==> src/rtl/pkt_link_pkg.sv <==
package pkt_link_pkg;
  typedef enum logic [1:0] {PH_IDLE, PH_START, PH_DATA, PH_STOP} phase_t;

  // last oversampling tick of one bit period
  function automatic bit tick_last(int unsigned c, int unsigned ovs);
    return c == ovs - 1;
  endfunction

  // tick at which the start bit is confirmed (middle of the bit)
  function automatic int unsigned mid_tick(int unsigned ovs);
    return ovs / 2 - 1;
  endfunction
endpackage

==> src/rtl/pkt_link_sync.sv <==
module pkt_link_sync (
  input  logic clk,
  input  logic rst_n,
  input  logic d,
  output logic q
);
  logic s1, s2;
  always_ff @(posedge clk) begin
    if (!rst_n) begin
      s1 <= 1'b1;
      s2 <= 1'b1;
    end else begin
      s1 <= d;
      s2 <= s1;
    end
  end
  assign q = s2;
endmodule

==> src/rtl/pkt_link_tx.sv <==
module pkt_link_tx
  import pkt_link_pkg::*;
#(
  parameter int DATA_W = 128,
  parameter int OVS    = 16
) (
  input  logic              clk,
  input  logic              rst_n,
  input  logic [DATA_W-1:0] data,
  input  logic              valid,
  output logic              ready,
  output logic              done,
  output logic              line
);
  localparam int CW = $clog2(OVS);
  localparam int BW = $clog2(DATA_W);
  localparam logic [BW-1:0] LAST_IDX = BW'(DATA_W - 1);

  phase_t            ph;
  logic [CW-1:0]     cnt;
  logic [BW-1:0]     idx;
  logic [DATA_W-1:0] sh;
  logic              line_q, done_q;
  logic              accept, tick_end;

  assign ready    = (ph == PH_IDLE);
  assign accept   = valid && ready;
  assign tick_end = tick_last(int'(cnt), OVS);

  always_ff @(posedge clk) begin
    if (!rst_n) begin
      ph     <= PH_IDLE;
      cnt    <= '0;
      idx    <= '0;
      sh     <= '0;
      line_q <= 1'b1;
      done_q <= 1'b0;
    end else begin
      done_q <= 1'b0;
      case (ph)
        PH_IDLE: if (accept) begin
          ph     <= PH_START;
          cnt    <= '0;
          sh     <= data;
          line_q <= 1'b0;
        end
        PH_START: if (tick_end) begin
          ph     <= PH_DATA;
          cnt    <= '0;
          idx    <= '0;
          line_q <= sh[0];
        end else cnt <= cnt + 1'b1;
        PH_DATA: if (tick_end) begin
          cnt <= '0;
          if (idx == LAST_IDX) begin
            ph     <= PH_STOP;
            line_q <= 1'b1;
          end else begin
            idx    <= idx + 1'b1;
            sh     <= sh >> 1;
            line_q <= sh[1];
          end
        end else cnt <= cnt + 1'b1;
        PH_STOP: if (tick_end) begin
          ph     <= PH_IDLE;
          cnt    <= '0;
          done_q <= 1'b1;
        end else cnt <= cnt + 1'b1;
        default: ph <= PH_IDLE;
      endcase
    end
  end

  assign line = line_q;
  assign done = done_q;

  a_r1_idle_line_high: assert property (@(posedge clk) disable iff (!rst_n)
    ready |-> line);
  a_r2_start_bit_low: assert property (@(posedge clk) disable iff (!rst_n)
    accept |=> !line);
  a_r3_busy_after_accept: assert property (@(posedge clk) disable iff (!rst_n)
    accept |=> !ready);
  a_r4_done_single: assert property (@(posedge clk) disable iff (!rst_n)
    done |=> !done);
  a_r4_done_with_ready: assert property (@(posedge clk) disable iff (!rst_n)
    done |-> ready);
endmodule

==> src/rtl/pkt_link_rx.sv <==
module pkt_link_rx
  import pkt_link_pkg::*;
#(
  parameter int DATA_W = 128,
  parameter int OVS    = 16
) (
  input  logic              clk,
  input  logic              rst_n,
  input  logic              line_s,
  output logic [DATA_W-1:0] data,
  output logic              valid,
  output logic              ferr
);
  localparam int CW = $clog2(OVS);
  localparam int BW = $clog2(DATA_W);
  localparam logic [BW-1:0] LAST_IDX = BW'(DATA_W - 1);

  phase_t            ph;
  logic [CW-1:0]     cnt;
  logic [BW-1:0]     idx;
  logic [DATA_W-1:0] sh, data_q;
  logic              prev, valid_q, ferr_q;
  logic              fall, tick_end, at_mid;

  assign fall     = prev && !line_s;
  assign tick_end = tick_last(int'(cnt), OVS);
  assign at_mid   = (int'(cnt) == int'(mid_tick(OVS)));

  always_ff @(posedge clk) begin
    if (!rst_n) begin
      ph      <= PH_IDLE;
      cnt     <= '0;
      idx     <= '0;
      sh      <= '0;
      data_q  <= '0;
      prev    <= 1'b1;
      valid_q <= 1'b0;
      ferr_q  <= 1'b0;
    end else begin
      prev    <= line_s;
      valid_q <= 1'b0;
      ferr_q  <= 1'b0;
      case (ph)
        PH_IDLE: if (fall) begin
          ph  <= PH_START;
          cnt <= '0;
        end
        PH_START: if (at_mid) begin
          cnt <= '0;
          idx <= '0;
          ph  <= line_s ? PH_IDLE : PH_DATA;
        end else cnt <= cnt + 1'b1;
        PH_DATA: if (tick_end) begin
          cnt <= '0;
          sh  <= {line_s, sh[DATA_W-1:1]};
          if (idx == LAST_IDX) ph <= PH_STOP;
          else idx <= idx + 1'b1;
        end else cnt <= cnt + 1'b1;
        PH_STOP: if (tick_end) begin
          cnt <= '0;
          ph  <= PH_IDLE;
          if (line_s) begin
            valid_q <= 1'b1;
            data_q  <= sh;
          end else ferr_q <= 1'b1;
        end else cnt <= cnt + 1'b1;
        default: ph <= PH_IDLE;
      endcase
    end
  end

  assign data  = data_q;
  assign valid = valid_q;
  assign ferr  = ferr_q;

  a_r6_valid_single: assert property (@(posedge clk) disable iff (!rst_n)
    valid |=> !valid);
  a_r6_data_hold: assert property (@(posedge clk) disable iff (!rst_n)
    !valid |-> $stable(data));
  a_r7_err_single: assert property (@(posedge clk) disable iff (!rst_n)
    ferr |=> !ferr);
  a_r7_err_excludes_valid: assert property (@(posedge clk) disable iff (!rst_n)
    !(valid && ferr));
endmodule

==> src/rtl/pkt_serial_link.sv <==
module pkt_serial_link #(
  parameter int DATA_W = 128,
  parameter int OVS    = 16
) (
  input  logic              clk,
  input  logic              rst_n,
  input  logic [DATA_W-1:0] tx_data,
  input  logic              tx_valid,
  output logic              tx_ready,
  output logic              tx_done,
  output logic              tx_line,
  input  logic              rx_line,
  output logic [DATA_W-1:0] rx_data,
  output logic              rx_valid,
  output logic              rx_frame_err
);
  logic rx_line_s;

  pkt_link_tx #(.DATA_W(DATA_W), .OVS(OVS)) u_tx (
    .clk(clk), .rst_n(rst_n), .data(tx_data), .valid(tx_valid),
    .ready(tx_ready), .done(tx_done), .line(tx_line)
  );

  pkt_link_sync u_sync (
    .clk(clk), .rst_n(rst_n), .d(rx_line), .q(rx_line_s)
  );

  pkt_link_rx #(.DATA_W(DATA_W), .OVS(OVS)) u_rx (
    .clk(clk), .rst_n(rst_n), .line_s(rx_line_s),
    .data(rx_data), .valid(rx_valid), .ferr(rx_frame_err)
  );
endmodule

==> config.mk <==
export PLATFORM = sky130hd
export DESIGN_NAME = pkt_serial_link
export DESIGN_NICKNAME = d
export VERILOG_FILES = /design/src/rtl/pkt_link_pkg.sv /design/src/rtl/pkt_link_sync.sv /design/src/rtl/pkt_link_tx.sv /design/src/rtl/pkt_link_rx.sv /design/src/rtl/pkt_serial_link.sv
export SDC_FILE = /design/constraint.sdc
export NUM_CORES = 1
export LEC_CHECK = 0
export BUFFER_PORTS_ARGS = -buffer_cell sky130_fd_sc_hd__buf_2
export CORE_UTILIZATION = 35
export DETAILED_ROUTE_END_ITERATION = 10
export PLACE_DENSITY = 0.56
export RECOVER_POWER = 50
export SYNTH_ARGS = -nofsm -noshare
export SYNTH_HDL_FRONTEND = slang
export SYNTH_SLANG_ARGS = --single-unit
==> constraint.sdc <==
create_clock -name clk -period 2.3 [get_ports clk]
set_clock_uncertainty 0.2 [all_clocks]
set_input_delay 0 -clock clk [delete_from_list [all_inputs] [get_ports clk]]
set_output_delay 0 -clock clk [all_outputs]
set_load 0.02 [all_outputs]
==> metrics.txt, run 1 <==
status=finished with violations; failing checks=design-rule violations; worst-margin pin slew=0.746 ns; Synth Instances=1,910; PortBufs=264; post-route cell area=21,500 um^2; Mean Syn Cell Area=8.67 um^2; MaxCap Viol Count=0; unique cell type count in the Yosys netlist=41; count leader, synth=nand2_1; Lkg Pwr=7.73 nW; Util after Layout=46.0%; htree depth=2; diodes inserted=0; nets=2,382; Top Ports=265; post-DR vias/cell=5.05; DRT Wirelength=43.6 mm; Worst-path clk slew=0.06 ns; die width=220 um; Clock Tree Buf Depth=3; GRT Resource Usage Total=17.5%; Worst R2R End=u_tx.sh[95]; min-delay worst type=input pin to register; slew margin rel.=50.0%; Area Overhead vs Synth=29.6%; Routed Antenna Nets=0; Async SR Flop Fraction=0%; TritonCTS buffer count=46; share of layout cells above drive strength 1=17.4%; clk root buf=clkbuf_16; WP data required=2.56 ns; Synth warnings=0; final setup TNS=0 ns; Synth area leaders=dfxtp_1 50%, nand2_1 15%, o221a_2 8.6%; DRC Markers=18; drt first pass iters=9; CP endpoint kind=register; final-report hold violation count=0; list of most frequent post-synthesis cells=658 x nand2_1, 417 x dfxtp_1, 268 x a21oi_1; Power Total=22.6 mW; clock sinks=417; Worst Setup Start Kind=register; synthesized cell area=16,600 um^2; Crit path arrival time=2.44 ns; # rows=79; later-pin clock latency in the skew report=0.58 ns; largest net degree at the start of global routing=145; grt ovf=0; CTS tree=built; Initial DRC Count=905; post-route minimum period=2.18 ns; metal1 wirelength=19.5 mm; Setup CP Type=register to register; fmax=459 MHz; post-synth top area share=50.4%; ys flop type=dfxtp_1; global-route wire length before repair=69.6 mm; RSZ-0062 raised after global routing=false; met2 WL=20.3 mm; max-slew violation count=0; Post-DP HPWL=25.5 mm; routed wl met3=1.81 mm; Reg2Reg Launch Point=u_tx.ph[1]; EDFF count, synth=0; Final setup viols=0; Initial Util=35.5%; top sig layer=met4; FILL cells=4,543; FF-to-FF path depth=7; Max VDD drop=0.833 mV; WHS Path Cells=5; Yosys reg bits=417; period utilization=94.7%; GPL Wtd Cong=0.733; Die Ht=220 um; initial antenna violation count=0; core area=46,700 um^2; DP Area=18,700 um^2; syn nets=2,051; post-synth top area cell=dfxtp_1; register-to-register setup slack=0.12 ns; worst min-delay path startpoint=tx_data[78]; DR vias=14,600; Hold Path Sink=u_tx.sh[78]; die area=48,200 um^2; Pwr Density=1050 nW/um^2; crit-path max FO=50; vias in the first global route=13,800; post-synthesis sequential area ratio=50.4%; wire length per cell=15.1 um
cell type report:
cell class | count | area (um^2) | share of cell area, %
clock buffer | 66 | 1360 | 6.32
sequential | 417 | 8350 | 38.9
clock inverter | 20 | 282 | 1.31
tap | 607 | 759 | 3.54
timing repair buffer | 450 | 3200 | 14.9
inverter | 9 | 41.3 | 0.192
multi-input combinational | 1317 | 7470 | 34.8
cells by family after synthesis:
group,Yosys count,synth area share [%]
and+or+nand+nor,725,17.2
AOI/OAI and AO/OA,450,18.9
DFF,417,50.4
buffers and inverters,176,4.77
muxes,132,7.98
adders and majority gates,9,0.680
xor gates and xnor gates,1,0.0529
routing by layer:
metal  track usage [%]  vias to the layer above
li1                  -                     7250
met1              22.3                     6855
met2              28.5                      337
met3              2.90                      122
met4              9.07                        0
met5                 0                        -
registers in the layout, indices dropped and copies added (netlist names), named ones only:
name	count
u_rx.valid	1
u_tx.line	1
u_tx.sh	128
u_rx.cnt	4
u_rx.ph	1
u_tx.done	1
u_sync.s1	1
u_rx.prev	1
u_sync.q	1
u_rx.ferr	1
u_tx.cnt	4
u_rx.idx	7
u_rx.data	128
u_tx.idx	7
u_tx.ph	2
u_rx.sh	128
metrics by stage:
stage          std cells  hold WS, ns  setup slack (ns)
6_report            2886        0.146             0.121
2_1_floorplan       1910      -0.0985            0.0503
5_1_grt             2886        0.144           0.00740
4_1_cts             2883        0.105            0.0887
3_3_place_gp        2663       0.0242             0.118
3_5_place_dp        2663       0.0335            0.0991
placed cells by master, fill, tap and decap left out, types with 11 or more instances in the layout:
| cell | netlist | routed |
|---|---|---|
| dfxtp_1 | 417 | 417 |
| nor2_1 | 18 | 18 |
| dlygate4sd3_1 | 0 | 134 |
| clkbuf_8 | 0 | 13 |
| nand3_1 | 11 | 11 |
| mux2i_1 | 132 | 132 |
| buf_12 | 0 | 23 |
| buf_2 | 49 | 130 |
| clkbuf_1 | 107 | 143 |
| buf_4 | 2 | 20 |
| clkbuf_16 | 0 | 47 |
| a21oi_1 | 268 | 268 |
| o21ai_0 | 20 | 20 |
| o221a_2 | 127 | 127 |
| nand2_1 | 658 | 658 |
worst max-delay path, cell delays in order, from the launching register on:
cell and delay, ns:
dfxtp_1 0.43, inv_1 0.09, ha_1 0.26, nor2_1 0.29, a211oi_4 0.07, buf_4 0.15
clkbuf_16 0.21, o221a_2 0.31
power breakdown:
group          switching, mW  internal, mW  leakage [nW]  total [mW]
sequential             0.496          8.14          3.39        8.63
clock                   3.10          4.70         0.793        7.80
combinational           3.28          2.91          3.55        6.19
timing repair:
| action | 4_1_cts | 5_1_grt |
|---|---|---|
| buffers inserted | 0 | 2 |
| setup endpoints to repair | 0 | 99 |
| resized for setup | 0 | 5 |
| hold buffers | 134 | 0 |
| hold endpoints to repair | 415 | 0 |
how the worst max path moves through the flow:
stage / start / to
after floorplan: u_tx.ph[0] / u_tx.sh[0]
after global placement: u_tx.cnt[0] / u_tx.sh[96]
after detailed placement: u_tx.cnt[0] / u_tx.sh[94]
after CTS: u_tx.cnt[0] / u_tx.sh[100]
after global routing: u_tx.ph[1] / u_tx.sh[11]
final: u_tx.ph[1] / u_tx.sh[95]
Power figures use the tool's default switching activity.
==> run 2: changes to the inputs <==
- SYNTH_HIERARCHICAL: unset -> 1
==> metrics.txt, run 2 <==
Synth warnings=6 (+6); initial antenna violation count=1 (+1); Max VDD drop=0.597 mV (-28%); syn nets=2,043 (-0.39%); Worst-path clk slew=0.06 ns (about the same); Initial Util=35.5% (about the same); DRT Wirelength=44.4 mm (+1.8%); dpl ws=0.155 ns (+0.0555 ns); Reg2Reg Launch Point=u_tx/ph[0]; final setup TNS=0 ns (unchanged); synthesized cell area=17,400 um^2 (+5.2%); largest family of logic cells by synthesized area=compound AO/OA/AOI/OAI gates; final hold slack=0.138 ns (-0.00822 ns); GPL Wtd Cong=0.751 (+2.4%); most frequent cells in the layout=655 x nand2_1, 417 x dfxtp_1, 197 x a21boi_0, 144 x clkbuf_1, 135 x dlygate4sd3_1; core area=49,100 um^2 (+5.1%); list of most frequent post-synthesis cells=656 x nand2_1, 417 x dfxtp_1, 149 x a21boi_0; max-slew violation count=0 (unchanged); Mean Syn Cell Area=9.15 um^2 (+5.6%); Worst Setup Start Kind=register; worst-margin pin slew=0.816 ns (+0.0708 ns); drt first pass iters=5 (-4); ys flop type=dfxtp_1; Yosys reg bits=417 (unchanged); status=complete, no violations; count leader, synth=nand2_1; die area=50,700 um^2 (+5.1%); post-DR vias/cell=4.94 (-2.2%); GRT Resource Usage Total=17.2% (-0.33 points); Final setup viols=0 (unchanged); CP max stage cell=dfxtp_1; Routed Antenna Nets=0 (unchanged); wire length per cell=15.1 um (about the same); nets=2,382 (unchanged); Final WS setup=0.120 ns (-0.000806 ns); post-synth top area share=47.9% (-2.5 points); global-route wire length before repair=71.8 mm (+3.2%); die width=225 um (+2.5%); Worst R2R End=u_tx/sh[33]; post-synthesis mux area share=7.64% (-0.34 points); WHS Path Cells=5 (unchanged); RSZ-0062 raised after global routing=false; TritonCTS buffer count=47 (+2.2%); Die Ht=225 um (+2.5%); unique cell type count in the Yosys netlist=58 (+41%); crit-path max FO=25 (-50%); DR vias=14,500 (-0.34%); Synth Area in Compound Gates=21.7% (+2.7 points); post-route minimum period=2.18 ns (+0.000806 ns); Resized Gates After CTS=0 (unchanged); register-to-register setup slack=0.12 ns (about the same); Crit path arrival time=2.43 ns (about the same); Initial DRC Count=821 (-9.3%); post-synthesis simple-gate area fraction=16.5% (-0.67 points); vias in the first global route=13,800 (+0.38%); final-report hold violation count=0 (unchanged); WP data required=2.55 ns (about the same); post-route cell area=22,200 um^2 (+3.5%); Cells after DPL=2,722 (+2.2%); commonest non-fill, non-tap cell in the layout=nand2_1; # rows=81 (+2.5%); Lkg Pwr=7.97 nW (+3.1%); htree depth=2 (unchanged); share of layout cells above drive strength 1=16.2% (-1.2 points); FF/Latch Area=8350 um^2 (unchanged); DP Area=19,500 um^2 (+4.5%); most used cell, CP=buf_12; CP endpoint kind=register; EDFF count, synth=0 (unchanged); Setup CP Type=register to register; clock sinks=417 (unchanged); Synth Instances=1,903 (-0.37%); MaxCap Viol Count=0 (unchanged); Non-Filler Instances=2,940 (+1.9%); CTS tree=built; cell family with most CP delay=buffers and inverters; FILL cells=4,872 (+7.2%); Async SR Flop Fraction=0% (unchanged); post-synthesis sequential area ratio=47.9% (-2.5 points); slew margin rel.=45.6% (-4.4 points); Crit path buffers/inverters=3 (unchanged); Post-DP HPWL=27.2 mm (+6.5%); Setup crit end=u_tx/sh[33]; critical path, cell by cell=inv_1 -> ha_4 -> buf_12 -> buf_12 -> mux2i_1 -> nand2_1 -> o221a_2; Area Overhead vs Synth=27.5%; fmax=459 MHz (about the same); DRC Markers=0 (-18); Critical Path Max Stage Delay=0.34 ns (-0.09 ns); post-synth top area cell=dfxtp_1; Top Ports=265 (unchanged); grt ovf=0 (unchanged); CP Depth=7 (unchanged); Pwr Density=1020 nW/um^2 (-3.5%); clk root buf=clkbuf_16; FF-to-FF path depth=7 (unchanged); min-delay worst type=input pin to register; Synth area leaders=dfxtp_1 48%, nand2_1 14%, mux2i_1 7.6%; Clock Tree Buf Depth=3 (unchanged); largest net degree at the start of global routing=81 (-44%); Multi-input gate area=8150 um^2 (+9.1%); Critical Path Source=u_tx/ph[0]; later-pin clock latency in the skew report=0.59 ns (about the same); post-synthesis adder-cell area fraction=0.575% (-0.11 points); period utilization=94.8% (about the same); PortBufs=264 (unchanged); Post-Synth XOR/XNOR Area=0.151% (+0.098 points)
-- run 2: final cells by class --
| cell class | count | area share, % |
|---|---|---|
| Inverter | 6 | 0.101 |
| Timing Repair Buffer | 455 | 14.6 |
| Tap cell | 664 | 3.74 |
| Multi-Input combinational cell | 1315 | 36.7 |
| Antenna cell | 1 | 0.0113 |
| Clock buffer | 65 | 6.15 |
| Clock inverter | 17 | 1.05 |
| Sequential cell | 417 | 37.6 |
-- run 2: worst min-delay path, delay by kind of cell --
kind            cells  cell delay [ns]
simple gates        1             0.06
mux                 1             0.05
compound gates      1             0.16
buf+inv             2             0.61
-- run 2: metrics by stage --
| step | util [%] | power, mW |
|---|---|---|
| 4_1_cts | 45.8 | 22.9 |
| 6_report | 45.3 | 22.6 |
| 2_1_floorplan | - | 13.1 |
| 5_1_grt | 45.3 | 23.7 |
| 3_5_place_dp | 39.7 | 14.9 |
| 3_3_place_gp | 39.7 | 14.7 |
-- run 2: worst min-delay path by stage --
stage                   to         from  slack (ns)
4_1_cts        u_tx/sh[91]  tx_data[91]        0.09
2_1_floorplan     u_sync/q        rst_n       -0.13
5_1_grt        u_tx/sh[77]  tx_data[77]        0.15
3_5_place_dp     u_sync/s1      rx_line     -0.0008
3_3_place_gp     u_sync/s1      rx_line      -0.006
6_report       u_tx/sh[66]  tx_data[66]        0.14
-- run 2: cell families after synthesis --
family / after synthesis
xor gates and xnor gates: 3
DFF: 417
adders and majority gates: 8
buffers and inverters: 171
and+or+nand+nor: 725
muxes: 133
AOI/OAI and AO/OA: 446
-- run 2: per-layer routing --
layer | global-route usage [%] | wire, um | up-vias
met1 | 23.6 | 21400 | 6917
met3 | 3.39 | 2260 | 51
li1 | - | - | 7241
met2 | 27.3 | 19900 | 305
met5 | 0 | 0 | -
met4 | 4.98 | 783 | 0
-- run 2: what timing repair did --
item | CTS | global route
endpoints found under the hold margin | 282 | 0
setup buffers | 0 | 0
hold buffers | 135 | 0
-- run 2: power breakdown --
| group | leakage (nW) | total, mW | internal (mW) | switching [mW] |
|---|---|---|---|---|
| Combinational | 3.80 | 6.25 | 2.99 | 3.26 |
| Sequential | 3.39 | 8.66 | 8.14 | 0.521 |
| Clock | 0.778 | 7.69 | 4.60 | 3.09 |
==> run 3: changes to the inputs <==
- PLACE_DENSITY: 0.56 -> unset
- clock period: 2.3 -> 2.01 ns (I/O delays scaled with it)
==> metrics.txt, run 3 (same netlist as run 2, synthesis figures left out) <==
Setup CP Type=register to register; period utilization=98.5% (+3.7 points); fmax=505 MHz (+10%); # rows=81 (unchanged); core area=49,100 um^2 (unchanged); Routed Antenna Nets=0 (unchanged); status=complete, no violations; met3 usage=4.05% (+0.66 points); Area Overhead vs Synth=31.7%; max-slew violation count=0 (unchanged); clk root buf=clkbuf_16; Worst-path clk slew=0.06 ns (about the same); worst min-delay path startpoint=tx_data[32]; PortBufs=264 (unchanged); GPL Wtd Cong=0.802 (+6.7%); clock sinks=417 (unchanged); wire length per cell=15.7 um (+3.7%); nets=2,438 (+2.4%); largest net degree at the start of global routing=73 (-9.9%); Pwr Density=1180 nW/um^2 (+16%); CP endpoint kind=register; Initial DRC Count=939 (+14%); TritonCTS buffer count=45 (-4.3%); Max VDD drop=0.871 mV (+46%); global-route wire length before repair=72.6 mm (+1.0%); Lkg Pwr=8.36 nW (+4.9%); busiest grt layer=met2; Worst Setup Start Kind=register; post-route minimum period=1.98 ns (-0.200 ns); GR Util met2=27.2% (-0.10 points); die area=50,700 um^2 (unchanged); diodes inserted=0 (-1); vias in the first global route=14,100 (+2.0%); GRT Resource Usage Total=17.4% (+0.17 points); most frequent cells in the layout=655 x nand2_1, 412 x dfxtp_1, 147 x a21boi_0, 141 x clkbuf_1, 133 x dlygate4sd3_1; post-DR vias/cell=4.96 (+0.46%); drt first pass iters=5 (unchanged); Final setup viols=0 (unchanged); DR vias=14,900 (+2.4%); commonest non-fill, non-tap cell in the layout=nand2_1; DRT Wirelength=46.9 mm (+5.7%); crit-path max FO=14 (-44%); WP data required=2.31 ns (-0.24 ns); worst-margin pin slew=0.559 ns (-0.258 ns); Clock Tree Buf Depth=3 (unchanged); slew margin rel.=62.8% (+17 points); Initial Util=35.5% (unchanged); grt ovf=0 (unchanged); initial antenna violation count=1 (unchanged); RSZ-0062 raised after global routing=true; Hold Path Sink=u_tx/sh[32]; die width=225 um (unchanged); WHS Path Cells=5 (unchanged); CTS tree=built; register-to-register setup slack=0.03 ns (-0.09 ns); Top Ports=265 (unchanged); GR Util met1=23.8% (+0.26 points); final setup TNS=0 ns (unchanged); DRC Markers=0 (unchanged); Worst R2R End=u_tx/sh[122]; min-delay worst type=input pin to register; DP Area=19,600 um^2 (+0.76%); later-pin clock latency in the skew report=0.58 ns (about the same); htree depth=2 (unchanged); Die Ht=225 um (unchanged); final-report hold violation count=0 (unchanged); share of layout cells above drive strength 1=19.3% (+3.0 points); Post-DP HPWL=27.9 mm (+2.9%); Reg2Reg Launch Point=u_tx/cnt[0]; MaxCap Viol Count=0 (unchanged); post-route cell area=22,900 um^2 (+3.3%); Crit path arrival time=2.28 ns (-0.15 ns); FF-to-FF path depth=8 (+1)
==> run 3: changes by cell type in the layout (fill, tap and decap cells not counted), moves of 5 or more <==
cell,previous run,this run
a21boi_0,197,147
a21boi_1,61,111
buf_4,21,67
buf_6,2,7
clkbuf_16,48,56
dfxtp_1,417,412
dfxtp_2,0,5
==> run 3: worst max path at each step <==
stage | from | endpoint | slack (ns) | depth (start not counted)
final | u_tx/cnt[0] | u_tx/sh[122] | 0.03 | 8
after global placement | u_tx/cnt[0] | u_tx/sh[112] | 0.01 | 7
after CTS | u_rx/cnt[0] | u_rx/data[10] | 0.006 | 6
after detailed placement | u_tx/ph[1] | u_tx/sh[112] | -0.05 | 7
after floorplan | u_tx/ph[0] | u_tx/sh[100] | -0.003 | 7
after global routing | u_rx/cnt[0] | u_rx/data[10] | -0.03 | 7
==> run 3: timing repair <==
item                       CTS  global route
hold endpoints to repair   417             0
gates resized for setup      2            35
setup endpoints to repair   85           218
pin swaps                    1             6
buffers inserted             1            14
cloned                       0            14
hold buffers               133             0
==> run 3: metrics by stage <==
stage	util [%]	cells	worst slack (ns)	power [mW]	hold WS [ns]
2_1_floorplan	-	1903	-0.00324	15.0	-0.127
3_3_place_gp	40.0	2753	0.0114	16.9	0.0417
3_5_place_dp	40.0	2753	-0.0497	17.1	0.0556
4_1_cts	45.9	2968	0.00558	26.0	0.0885
5_1_grt	46.8	2996	-0.0252	28.3	0.138
6_report	46.8	2996	0.0302	27.0	0.146
==> run 3: cell type report <==
class / count / area, um^2
Clock buffer: 66 / 1340
Clock inverter: 15 / 204
Fill cell: 4716 / 26100
Inverter: 6 / 22.5
Multi-Input combinational cell: 1317 / 8270
Sequential cell: 417 / 8350
Tap cell: 664 / 831
Timing Repair Buffer: 511 / 3930
==> run 3: per-layer routing <==
layer / vias up / routed length (um) / part of all wire (%)
li1: 7347 / - / -
met1: 7025 / 22000 / 47
met2: 408 / 21100 / 45
met3: 77 / 2830 / 6.0
met4: 2 / 981 / 2.1
met5: - / 13 / 0.028
==> run 3: power breakdown <==
part           internal (mW)  switching [mW]  leakage, nW
sequential              9.31           0.623         3.39
combinational           4.39            4.17         4.21
clock                   5.12            3.40        0.760
total                   18.8            8.19         8.36
==> run 3: worst max-delay path, stage by stage (launching register included) <==
cell       delay [ns]
dfxtp_2          0.36
ha_4             0.14
and3_4           0.20
o21ai_4          0.08
a211oi_4         0.24
buf_6            0.17
clkbuf_16        0.18
buf_16           0.15
o221a_2          0.19
